<file path="src/rtl/fab_tile_pkg.sv">
package fab_tile_pkg;

  localparam int NFACE = 4;
  localparam int SRCW  = 3;

  typedef enum logic [1:0] {
    FU_LUT2 = 2'b00,
    FU_MUX2 = 2'b01,
    FU_DFF  = 2'b10,
    FU_RSVD = 2'b11
  } fu_mode_e;

endpackage

</file>
<file path="src/rtl/fab_tile_cfg.sv">
module fab_tile_cfg
  import fab_tile_pkg::*;
#(
  parameter int NBUS  = 2,
  parameter int BSELW = 1,
  parameter int CFGW  = 31
) (
  input  logic                       clk,
  input  logic                       rst_n,
  input  logic                       cfg_we,
  input  logic [CFGW-1:0]            cfg_wdata,
  output logic [3:0]                 lut,
  output fu_mode_e                   mode,
  output logic [1:0]                 opa_sel,
  output logic [1:0]                 opb_sel,
  output logic [BSELW-1:0]           mux_bus,
  output logic [NBUS-1:0]            pass,
  output logic [NBUS-1:0]            drv,
  output logic [NFACE-1:0]           dir,
  output logic [NFACE-1:0][SRCW-1:0] src
);

  localparam int LUT_LSB  = 0;
  localparam int MODE_LSB = 4;
  localparam int OPA_LSB  = 6;
  localparam int OPB_LSB  = 8;
  localparam int MBUS_LSB = 10;
  localparam int PASS_LSB = MBUS_LSB + BSELW;
  localparam int DRV_LSB  = PASS_LSB + NBUS;
  localparam int FACE_LSB = DRV_LSB + NBUS;
  localparam int FACE_W   = 1 + SRCW;

  logic [CFGW-1:0] cfg_q;
  logic [CFGW-1:0] cfg_d;

  // next-state: explicit load enable
  always_comb begin
    cfg_d = cfg_q;
    if (cfg_we) cfg_d = cfg_wdata;
  end

  always_ff @(posedge clk or negedge rst_n) begin
    if (!rst_n) cfg_q <= '0;
    else        cfg_q <= cfg_d;
  end

  assign lut     = cfg_q[LUT_LSB +: 4];
  assign mode    = fu_mode_e'(cfg_q[MODE_LSB +: 2]);
  assign opa_sel = cfg_q[OPA_LSB +: 2];
  assign opb_sel = cfg_q[OPB_LSB +: 2];
  assign mux_bus = cfg_q[MBUS_LSB +: BSELW];
  assign pass    = cfg_q[PASS_LSB +: NBUS];
  assign drv     = cfg_q[DRV_LSB +: NBUS];

  for (genvar f = 0; f < NFACE; f++) begin : g_face_field
    assign dir[f] = cfg_q[FACE_LSB + FACE_W*f];
    assign src[f] = cfg_q[FACE_LSB + FACE_W*f + 1 +: SRCW];
  end

  p_cfg_load_r2: assert property (@(posedge clk) disable iff (!rst_n)
    cfg_we |=> cfg_q == $past(cfg_wdata));
  p_cfg_hold_r2: assert property (@(posedge clk) disable iff (!rst_n)
    !cfg_we |=> $stable(cfg_q));

endmodule

</file>
<file path="src/rtl/fab_tile_fu.sv">
module fab_tile_fu
  import fab_tile_pkg::*;
(
  input  logic       clk,
  input  logic       rst_n,
  input  logic       clr,
  input  fu_mode_e   mode,
  input  logic [3:0] lut,
  input  logic       op_a,
  input  logic       op_b,
  input  logic       mux_sel,
  output logic       fu_y
);

  logic q_r;
  logic q_d;

  // storage element: clear has priority, capture only in DFF mode
  always_comb begin
    q_d = q_r;
    if (clr)                  q_d = 1'b0;
    else if (mode == FU_DFF)  q_d = op_a;
  end

  always_ff @(posedge clk or negedge rst_n) begin
    if (!rst_n) q_r <= 1'b0;
    else        q_r <= q_d;
  end

  always_comb begin
    unique case (mode)
      FU_LUT2: fu_y = lut[{op_b, op_a}];
      FU_MUX2: fu_y = mux_sel ? op_b : op_a;
      FU_DFF:  fu_y = q_r;
      default: fu_y = 1'b0;
    endcase
  end

  p_clear_wins_r5: assert property (@(posedge clk) disable iff (!rst_n)
    clr |=> !q_r);
  p_dff_capture_r5: assert property (@(posedge clk) disable iff (!rst_n)
    (!clr && mode == FU_DFF) |=> q_r == $past(op_a));
  p_dff_hold_r5: assert property (@(posedge clk) disable iff (!rst_n)
    (!clr && mode != FU_DFF) |=> $stable(q_r));
  p_rsvd_quiet_r10: assert property (@(posedge clk) disable iff (!rst_n)
    mode == FU_RSVD |-> !fu_y);

endmodule

</file>
<file path="src/rtl/fab_tile_bus.sv">
module fab_tile_bus
  import fab_tile_pkg::*;
#(
  parameter int NBUS  = 2,
  parameter int BSELW = 1
) (
  input  logic             clk,
  input  logic             rst_n,
  input  fu_mode_e         mode,
  input  logic [BSELW-1:0] mux_bus,
  input  logic [NBUS-1:0]  pass,
  input  logic [NBUS-1:0]  drv,
  input  logic [NBUS-1:0]  bus_in,
  input  logic             fu_y,
  output logic             mux_sel,
  output logic [NBUS-1:0]  bus_out,
  output logic [NBUS-1:0]  bus_oe,
  output logic             bus_err
);

  logic [NBUS-1:0] rd;
  logic [NBUS-1:0] wr_req;
  logic [NBUS-1:0] clash;

  for (genvar i = 0; i < NBUS; i++) begin : g_bus
    assign rd[i]      = (mode == FU_MUX2) && (mux_bus == BSELW'(i)) && pass[i];
    assign wr_req[i]  = pass[i] && drv[i];
    assign clash[i]   = rd[i] && wr_req[i];
    assign bus_oe[i]  = wr_req[i] && !clash[i];
    assign bus_out[i] = bus_oe[i] && fu_y;

    p_one_op_r9: assert property (@(posedge clk) disable iff (!rst_n)
      !(bus_oe[i] && rd[i]));
  end

  assign mux_sel = |(rd & bus_in);
  assign bus_err = |clash;

  p_read_single_r4: assert property (@(posedge clk) disable iff (!rst_n)
    $onehot0(rd));

endmodule

</file>
<file path="src/rtl/fab_tile_route.sv">
module fab_tile_route
  import fab_tile_pkg::*;
(
  input  logic                       clk,
  input  logic                       rst_n,
  input  logic [NFACE-1:0]           dir,
  input  logic [NFACE-1:0][SRCW-1:0] src,
  input  logic [NFACE-1:0]           face_in,
  input  logic                       fu_y,
  output logic [NFACE-1:0]           face_out,
  output logic [NFACE-1:0]           face_oe,
  output logic                       route_err
);

  logic [NFACE-1:0] bad;

  for (genvar f = 0; f < NFACE; f++) begin : g_face
    logic [1:0] idx;
    logic       use_fu;
    logic       val;

    assign idx    = src[f][1:0];
    assign use_fu = src[f][2];
    assign bad[f] = dir[f] && !use_fu && ((idx == 2'(f)) || dir[idx]);
    assign val    = use_fu ? fu_y : face_in[idx];

    assign face_oe[f]  = dir[f];
    assign face_out[f] = dir[f] && !bad[f] && val;

    p_input_quiet_r6: assert property (@(posedge clk) disable iff (!rst_n)
      !face_oe[f] |-> !face_out[f]);
    p_self_src_r8: assert property (@(posedge clk) disable iff (!rst_n)
      (dir[f] && !use_fu && idx == 2'(f)) |-> (!face_out[f] && route_err));
  end

  assign route_err = |bad;

endmodule

</file>
<file path="src/rtl/fab_tile.sv">
module fab_tile
  import fab_tile_pkg::*;
#(
  parameter int NBUS = 2,
  localparam int BSELW = (NBUS > 1) ? $clog2(NBUS) : 1,
  localparam int CFGW  = 10 + BSELW + 2*NBUS + (1 + SRCW)*NFACE
) (
  input  logic             clk,
  input  logic             rst_n,
  input  logic             cfg_we,
  input  logic [CFGW-1:0]  cfg_wdata,
  input  logic             clr,
  input  logic [3:0]       face_in,
  output logic [3:0]       face_out,
  output logic [3:0]       face_oe,
  input  logic [NBUS-1:0]  bus_in,
  output logic [NBUS-1:0]  bus_out,
  output logic [NBUS-1:0]  bus_oe,
  output logic             cfg_err
);

  logic [3:0]                 lut;
  fu_mode_e                   mode;
  logic [1:0]                 opa_sel;
  logic [1:0]                 opb_sel;
  logic [BSELW-1:0]           mux_bus;
  logic [NBUS-1:0]            pass;
  logic [NBUS-1:0]            drv;
  logic [NFACE-1:0]           dir;
  logic [NFACE-1:0][SRCW-1:0] src;
  logic                       fu_y;
  logic                       mux_sel;
  logic                       bus_err;
  logic                       route_err;

  fab_tile_cfg #(.NBUS(NBUS), .BSELW(BSELW), .CFGW(CFGW)) u_cfg (
    .clk       (clk),
    .rst_n     (rst_n),
    .cfg_we    (cfg_we),
    .cfg_wdata (cfg_wdata),
    .lut       (lut),
    .mode      (mode),
    .opa_sel   (opa_sel),
    .opb_sel   (opb_sel),
    .mux_bus   (mux_bus),
    .pass      (pass),
    .drv       (drv),
    .dir       (dir),
    .src       (src)
  );

  fab_tile_fu u_fu (
    .clk     (clk),
    .rst_n   (rst_n),
    .clr     (clr),
    .mode    (mode),
    .lut     (lut),
    .op_a    (face_in[opa_sel]),
    .op_b    (face_in[opb_sel]),
    .mux_sel (mux_sel),
    .fu_y    (fu_y)
  );

  fab_tile_bus #(.NBUS(NBUS), .BSELW(BSELW)) u_bus (
    .clk     (clk),
    .rst_n   (rst_n),
    .mode    (mode),
    .mux_bus (mux_bus),
    .pass    (pass),
    .drv     (drv),
    .bus_in  (bus_in),
    .fu_y    (fu_y),
    .mux_sel (mux_sel),
    .bus_out (bus_out),
    .bus_oe  (bus_oe),
    .bus_err (bus_err)
  );

  fab_tile_route u_route (
    .clk       (clk),
    .rst_n     (rst_n),
    .dir       (dir),
    .src       (src),
    .face_in   (face_in),
    .fu_y      (fu_y),
    .face_out  (face_out),
    .face_oe   (face_oe),
    .route_err (route_err)
  );

  assign cfg_err = route_err || bus_err || (mode == FU_RSVD);

  p_err_on_rsvd_r10: assert property (@(posedge clk) disable iff (!rst_n)
    mode == FU_RSVD |-> cfg_err);

endmodule

</file>
<file path="config.mk">
export PLATFORM = sky130hd
export DESIGN_NAME = fab_tile
export DESIGN_NICKNAME = d
export VERILOG_FILES = /design/src/rtl/fab_tile_pkg.sv /design/src/rtl/fab_tile_cfg.sv /design/src/rtl/fab_tile_fu.sv /design/src/rtl/fab_tile_bus.sv /design/src/rtl/fab_tile_route.sv /design/src/rtl/fab_tile.sv
export SDC_FILE = /design/constraint.sdc
export NUM_CORES = 1
export LEC_CHECK = 0
export ABC_AREA = 0
export BUFFER_PORTS_ARGS = -buffer_cell sky130_fd_sc_hd__buf_2
export CAP_MARGIN = 0
export CORE_UTILIZATION = 55
export CTS_CLUSTER_SIZE = 14
export DETAILED_ROUTE_END_ITERATION = 12
export PLACE_DENSITY = 0.93
export SYNTH_ARGS = -nofsm -noshare
export SYNTH_HDL_FRONTEND = slang
export SYNTH_SLANG_ARGS = --single-unit
</file>
<file path="constraint.sdc">
create_clock -name clk -period 4.53 [get_ports clk]
set_input_delay 0 -clock clk [delete_from_list [all_inputs] [get_ports clk]]
set_output_delay 0 -clock clk [all_outputs]
set_load 0.03 [all_outputs]
</file>
Word-level counts from Yosys, hierarchy flattened. Index checks and enable logic that the tools add are counted.

Bitwise operators: 2. Mux-type cells: 30. Reduce and logical (&&, ||, !) cells: 50. Equality and inequality tests: 6. $lt $le $gt $ge: 7.

Operators with widths (number): logical AND 1 bit (28); binary-select mux 1 bit (select 2 bit) (11); < comparator 2 x 3 -> 1 bit (second input constant) (7); two-way mux 1 bit (18); zero test 1 bit (10); equality test 2 bit (second input constant) (4); logical OR 1 bit (6); equality test 2 x 1 -> 1 bit (second input constant) (2); zero test 2 bit (2); OR reduction 2 bit (2); OR reduction 4 bit (1); case mux 1 bit (3 select lines) (1); bitwise AND 2 bit (1); nonzero test 2 bit (1); NOT 1 bit (1).

Flip-flop bits (word level): 32. Word-level logic and storage cells: 97. Input port bits: 41. Output and inout port bits: 13.

Logic depth before layout (Yosys ltp). Gate-level depths: netlist of the first run.

Depth after elaboration: 9. Depth in mapped cells: 5. Mapped depth without buffers: 4.

Hierarchy. A second synthesis of the first run with hierarchy kept.

Cell total of the unflattened synthesis: 126. Area, all modules: 1734.2 um^2.

Modules (own cells, without submodules): fab_tile_cfg (cells each 65, times used 1, area each 1158.6 um^2, sequential area each 775.7 um^2); fab_tile_route (cells each 35, times used 1, area each 314.1 um^2, sequential area each 0.0 um^2); fab_tile_bus (cells each 14, times used 1, area each 108.9 um^2, sequential area each 0.0 um^2); fab_tile_fu (cells each 9, times used 1, area each 98.8 um^2, sequential area each 25.0 um^2); fab_tile (cells each 3, times used 1, area each 53.8 um^2, sequential area each 0.0 um^2).

Worst setup path before layout of the first run. No wires, ideal clock.

Path type: reg2out. From: register u_cfg.cfg_q[6]. To: output port face_out[0]. Path buffers: 0. Setup slack: 2.469 ns. Arrival time: 2.061 ns. Cell stages (with the launch flop): 5. Data required time: 4.530 ns. Cell sequence: dfrtp_1 mux4_2 mux2i_1 a2bb2oi_4 a311oi_1.

Word-level cells in the longest chain between the ends: 7. Elaborated cells between the ends (all ways): 8. Those cells by class: mux: 7; reduce/logical: 1.

Ends and longest elaborated chain: start, declared (RTL line fab_tile_cfg.sv:33) `logic [CFGW-1:0] cfg_q;`; start signal, assigned (RTL line fab_tile_cfg.sv:44) `else cfg_q <= cfg_d;`; binary-select mux 1 bit (select 2 bit) (*) (RTL line fab_tile.sv:58) `.op_a (face_in[opa_sel]),`; two-way mux 1 bit (not written as such) (*) (RTL line fab_tile.sv:58); binary-select mux 1 bit (select 2 bit) (RTL line fab_tile_fu.sv:32) `FU_LUT2: fu_y = lut[{op_b, op_a}];`; two-way mux 1 bit (not written as such) (RTL line fab_tile_fu.sv:32); case mux 1 bit (3 select lines) (*) (RTL line fab_tile_fu.sv:31) `unique case (mode)`; two-way mux 1 bit (*) (RTL line fab_tile_route.sv:25) `assign val = use_fu ? fu_y : face_in[idx];`; logical AND 1 bit (*) (RTL line fab_tile_route.sv:28) `assign face_out[f] = dir[f] && !bad[f] && val;`; end, declared (RTL line fab_tile.sv:14) `output logic [3:0] face_out,`.

Mark *: on every way between the ends. The rest lies on a longest branch, timed or not. The select of a mux whose other input is x is not followed.

Worst setup path in the final report of the first run.
From: register u_cfg.cfg_q[6]. To: output port face_out[2].

The elaborated chain is that of the path after synthesis.

==> results.ini, run 1 <==
[floorplanning]
start_util=0.576
core-area_sq_um=3050
rows=20
die_height_um=58.5
dieArea_sq_um=3430
io_pins=54
die_w_um=58.5

[worst_setup_path]
start_kind=flop
cp_max_fo=6
cp_slowest_stage_delay_ns=0.57
r2r-start=u_cfg.cfg_q[6]
critPathTopFamily=multiplexers
crit_start=u_cfg.cfg_q[6]
r2r_cells=3
path_cells=mux4_2 > mux2i_1 > a2bb2oi_4 > a311oi_1 > buf_2
crit_required_ns=4.53
crit_path_end_kind=output port
crit_slowest_cell=mux4_2
crit_type=reg2out
crit_end=face_out[2]
worst-path-buf-inv=1
rrSetupSlack_ns=3.27
worstPathArrival_ns=2.21
r2r-end=u_fu.q_r
critical_path_depth=5

[synthesis]
seq_area_frac_synth=0.456
syn_area_sq_um=1760
synth_compound_area_frac=0.132
synthAdderAreaFrac=0
yosysWarnings=0
yosys_register_bits=32
synth_top_family_by_area=multiplexers
yosysUniqueCellTypes=37
syn_area_per_cell_sq_um=12.2
synth-xor-area-share=0
synthesis.nets=185
synth.area.mux_share=0.299
synthCells=144
synthSimpleGateAreaFrac=0.0840

[final_layout]
syn_to_final_growth_pct=40.4
diodes=0
fill_cells=191
utilization=0.808
drive_above_1_share=0.408
nNetsFinal=273

[sta]
hold_violations=0
worst_pin_slew_ns=0.737
tns_ns=0
max_freq_mhz=454
rsz0062_at_grt=no
skew_ns=0.00299
layout_min_cycle_time_ns=2.21
slew_headroom=0.508
drv_slew=0
final-setup-viol-count=0
fin_crit_sh=0.487

[power]
combPwrFrac=0.268
power.density_nw_per_um2=311
power.clock.fraction=0.281
p_int_uw=535
pwr-share-seq=0.451
peakVddDrop_v=0.000217
power_switching_share=0.304
power.switching_uw=233
p_leak_nw=1.15

[hold_path]
hold_class=in2async

[cts]
cts_tree=yes
cts_buffers=5
cts_setup_buffers=0
htreeDepth=2
clk_pin_slew_ns=0.10
cts.path.max_buffers=2
clock-sinks=32
cts-root-buf=clkbuf_4
clk_latency_ns=0.33

[grt]
grt-ovfl-total=0
antenna_found_initial=0
grt_max_degree=38
track_usage=0.292
grt_pass1_vias=1588
grt_pass1_wl_mm=7.29

[place]
place.gp.congestion=0.841
place_hpwl_mm=2.65
port_buffers=53

[route]
vias=1552
drtIter0Drc=122
via_per_inst=5.60
firstDrtPassIters=5
wirelength_mm=4.41
wl_per_cell_um=15.9
ant_nets=0
drc_errors=0

[run_status]
status=complete, no violations

[flow_run]
maxCapViolCount=0

==> power groups by stage <==
stage | Sequential (mW) | Clock, mW | Combinational, mW
final | 0.346 | 0.216 | 0.206
after global routing | 0.350 | 0.236 | 0.222
after CTS | 0.344 | 0.220 | 0.203
after detailed placement | 0.349 | 0 | 0.179
after global placement | 0.349 | 0 | 0.175
after floorplan | 0.346 | 0 | 0.124
==> metrics by stage <==
step	hold WS [ns]	instances	setup slack (ns)	instance area (sq um)	power (mW)
2_1_floorplan	-0.296	144	2.47	1760	0.470
3_3_place_gp	0.0803	236	2.74	2060	0.524
3_5_place_dp	0.0808	236	2.69	2060	0.528
4_1_cts	0.228	277	2.31	2470	0.766
5_1_grt	0.280	277	2.17	2470	0.808
6_report	0.239	277	2.32	2470	0.768
==> how the worst min path moves through the flow <==
stage	start	to	slack (ns)	depth (start not counted)
2_1_floorplan	rst_n	u_cfg.cfg_q[0]	-0.30	0
3_3_place_gp	rst_n	u_cfg.cfg_q[11]	0.08	1
3_5_place_dp	rst_n	u_cfg.cfg_q[11]	0.08	1
4_1_cts	cfg_we	u_cfg.cfg_q[24]	0.23	3
5_1_grt	cfg_we	u_cfg.cfg_q[24]	0.28	3
6_report	rst_n	u_cfg.cfg_q[19]	0.24	2
==> synthesized netlist by cell type (all sizes together) <==
library cell  count  area [sq um]
nand2             9          33.8
nor3              2          15.0
mux2             27           308
clkbuf            3          12.5
a2bb2oi           1          26.3
and2              3          18.8
o21ba             1          10.0
nor2b             2          12.5
a2111oi           1          8.76
o21bai            1          7.51
buf               2          8.75
dfrtp            32           801
o211a             1          10.0
a21oi             6          33.8
or3               1          6.26
nand2b            1          6.26
and4              1          10.0
inv               8          30.0
o211ai            1          7.51
nand3             1          5.00
a21o              3          22.5
o21ai             9          45.0
nand3b            2          15.0
a311oi            3          26.3
nand4             1          6.26
mux2i             9          90.1
a31oi             3          18.8
nor2              3          11.3
nor3b             1          7.51
a41oi             1          16.3
mux4              5           128
==> sequential cells by signal (all words and copies together), names as in the netlist <==
| register | count |
|---|---|
| u_cfg.cfg_q | 31 |
| u_fu.q_r | 1 |
==> metal layers <==
metal | part of all wire | track usage | vias up
li1 | - | - | 719
met1 | 0.40 | 0.355 | 739
met2 | 0.51 | 0.483 | 75
met3 | 0.061 | 0.0681 | 19
met4 | 0.035 | 0.163 | 0
met5 | 0 | 0 | -
==> kinds of logic after synthesis <==
kind of cell	Yosys count
multiplexers	41
flip-flops	32
AO/OA/AOI/OAI	31
AND/OR/NAND/NOR	27
buffers and inverters	13
==> placed cells by master, fill, tap and decap left out, types with 3 or more instances in the layout <==
| cell | n |
|---|---|
| buf_2 | 53 |
| dlygate4sd3_1 | 33 |
| dfrtp_1 | 32 |
| mux2_2 | 26 |
| nand2_1 | 9 |
| mux2i_1 | 9 |
| o21ai_0 | 9 |
| inv_1 | 8 |
| a21oi_1 | 5 |
| clkbuf_4 | 5 |
| mux4_1 | 4 |
| a21o_1 | 3 |
| nor2_1 | 3 |
| a31oi_1 | 3 |
| and2_1 | 3 |
| a311oi_1 | 3 |
==> area by class of cell <==
type	instances	area, sq um	area share
well taps	44	55.1	0.0223
multi-input cells	99	906	0.367
clock inverters	3	42.5	0.0172
clock buffers	5	37.5	0.0152
repair buffers	86	596	0.241
inverters	8	30.0	0.0122
flip-flops and latches	32	801	0.325
==> timing repair <==
item,in CTS,in global routing
hold buffers,33,0
hold endpoints to repair,64,0
resized for setup,0,0
No activity file was read; power rests on OpenSTA's default activity.
==> run 2: changes to the inputs <==
Settings changed: CORE_UTILIZATION 55 to 51, PLACE_DENSITY 0.93 to 0.87.
Clock period 4.53 ns to 2.19 ns, I/O delays scaled along.
==> run 2 against run 1 <==
The run now ends with setup timing left; sequential power rose by 110%; largest cell class unchanged; die area up 7.6%; count of clock-buffer cells in the layout up 3; wire length up 8.8%; register-to-register slack got worse by 2.3 ns; clock skew is 0.0030 ns higher; core utilization decreased by 1.2 points; critical path type unchanged; setup slack got worse by 2.4 ns; via count is 0.71% higher; clock power up 62%; cell area is 1.7% higher.
==> results.ini, run 2 (same netlist as run 1, synthesis figures left out) <==
[grt]
grt_pass1_wl_mm=7.07  ; -3.1%
grt-ovfl-total=0  ; unchanged
track_usage=0.277  ; -0.0158
antenna_found_initial=0  ; unchanged
grt_pass1_vias=1542  ; -2.9%
grt_max_degree=38  ; unchanged

[final_layout]
top_register=u_cfg.cfg_q
largest_reg_flops=31  ; unchanged
reg.largest.list=u_cfg.cfg_q x31, u_fu.q_r x1
utilization=0.796  ; -0.0122
diodes=0  ; unchanged
final_cell_mix=47 x buf_2, 33 x dlygate4sd3_1, 32 x dfrtp_1
fin_cells=279  ; +0.72%
final_area_sq_um=2510  ; +1.7%
nNetsFinal=275  ; +0.73%
syn_to_final_growth_pct=42.8
layout_commonest_cell=buf_2
fill_cells=199  ; +4.2%
drive_above_1_share=0.417  ; +0.00930

[place]
place_area_sq_um=2060  ; unchanged
dpl.cell_count=236  ; unchanged
port_buffers=53  ; unchanged
place_hpwl_mm=3.06  ; +15%
place.gp.congestion=0.838  ; -0.42%

[sta]
max_freq_mhz=444
layout_min_cycle_time_ns=2.25
hold_violations=0  ; unchanged
worst_slack_ns=-0.0627  ; -2.39 ns
drv_slew=0  ; unchanged
skew_ns=0.00600  ; +0.00301 ns
slew_headroom=0.525  ; +0.0164
worst_pin_slew_ns=0.713  ; -0.0246 ns
fin_crit_sh=1.03
tns_ns=-0.177  ; -0.177 ns
final-setup-viol-count=6  ; +6
rsz0062_at_grt=yes

[floorplanning]
core-area_sq_um=3150  ; +3.3%
start_util=0.558  ; -0.0183
io_pins=54  ; unchanged
dieArea_sq_um=3690  ; +7.6%
rows=20  ; unchanged
die_w_um=60.7  ; +3.7%
die_height_um=60.7  ; +3.7%

[cts]
cts_buffers=5  ; unchanged
cts_tree=yes
clock-sinks=32  ; unchanged
clk_latency_ns=0.34  ; about the same
cts.path.max_buffers=2  ; unchanged
clk_pin_slew_ns=0.10  ; about the same
cts-root-buf=clkbuf_4
htreeDepth=2  ; unchanged

[power]
power.density_nw_per_um2=609  ; +96%
p_leak_nw=1.16  ; +0.58%
total_power_mw=1.53  ; +99%
peakVddDrop_v=0.000418  ; +93%

[route]
firstDrtPassIters=6  ; +1
vias=1563  ; +0.71%
wirelength_mm=4.80  ; +8.8%
ant_nets=0  ; unchanged
wl_per_cell_um=17.2  ; +8.0%
drtIter0Drc=102  ; -16%
via_per_inst=5.60  ; about the same
drc_errors=0  ; unchanged

[run_status]
failed_checks=setup timing
status=finished with violations

[flow_run]
maxCapViolCount=0  ; unchanged

[worst_setup_path]
cp_max_fo=6  ; unchanged
crit_required_ns=2.19  ; -2.34 ns
cp_slowest_stage_delay_ns=0.59  ; +0.02 ns
crit_type=reg2out
start_kind=flop
path_cells=mux4_2 > mux2_4 > a2bb2oi_4 > a41oi_2 > buf_6
crit_path_end_kind=output port
worstPathArrival_ns=2.25  ; +0.04 ns
crit_slowest_cell=mux4_2

[hold_path]
hold_class=in2async

run 2: final cells by class:
type | count | area [sq um] | share of cell area
clock buffer | 8 | 58.8 | 0.0234
inverter | 8 | 30.0 | 0.0120
multi-input combinational | 99 | 936 | 0.373
sequential | 32 | 801 | 0.319
tap | 44 | 55.1 | 0.0219
timing repair buffer | 88 | 629 | 0.251
run 2: worst max-delay path, delay by kind of cell (launching register included):
kind                   cells  cell delay [ns]
AOI/OAI and AO/OA          2             0.43
buffers and inverters      1             0.18
DFF                        1             0.37
muxes                      2             0.94
run 2: worst paths after layout:
| kind | from | to | slack (ns) | cells past startpoint |
|---|---|---|---|---|
| hold reg to reg | u_cfg.cfg_q[14] | u_cfg.cfg_q[14] | 0.53 | 1 |
| hold / removal | rst_n | u_cfg.cfg_q[11] | 0.23 | 2 |
| max in group asynchronous | rst_n | u_cfg.cfg_q[18] | 1.49 | 2 |
| setup reg to reg | u_cfg.cfg_q[6] | u_fu.q_r | 0.93 | 3 |
| setup / recovery | u_cfg.cfg_q[6] | face_out[1] | -0.06 | 5 |
| min in group clk | cfg_we | u_cfg.cfg_q[22] | 0.23 | 3 |
run 2: power breakdown:
| group | switching, mW | internal (mW) |
|---|---|---|
| combinational | 0.220 | 0.238 |
| clock | 0.192 | 0.158 |
| sequential | 0.0720 | 0.648 |
| total | 0.484 | 1.04 |
run 2: layer usage:
layer,wire [um],up-vias,global-route usage
li1,-,716,-
met1,1890,729,0.328
met2,2370,93,0.457
met3,351,25,0.0938
met4,190,0,0.127
met5,0,-,0
run 2: per-stage QoR:
stage / hold slack [ns] / worst slack, ns
global placement: 0.0677 / 0.402
detailed placement: 0.0861 / 0.347
global route: 0.272 / -0.107
finish: 0.233 / -0.0627
floorplan: -0.296 / 0.129
CTS: 0.228 / -0.00346
run 2: repair_timing:
item / in CTS / in global routing
gates resized for setup: 3 / 10
hold buffers: 33 / 0
setup buffers: 1 / 1
setup endpoints to repair: 3 / 6
endpoints found under the hold margin: 64 / 0
cloned: 0 / 0
pin swaps: 2 / 2
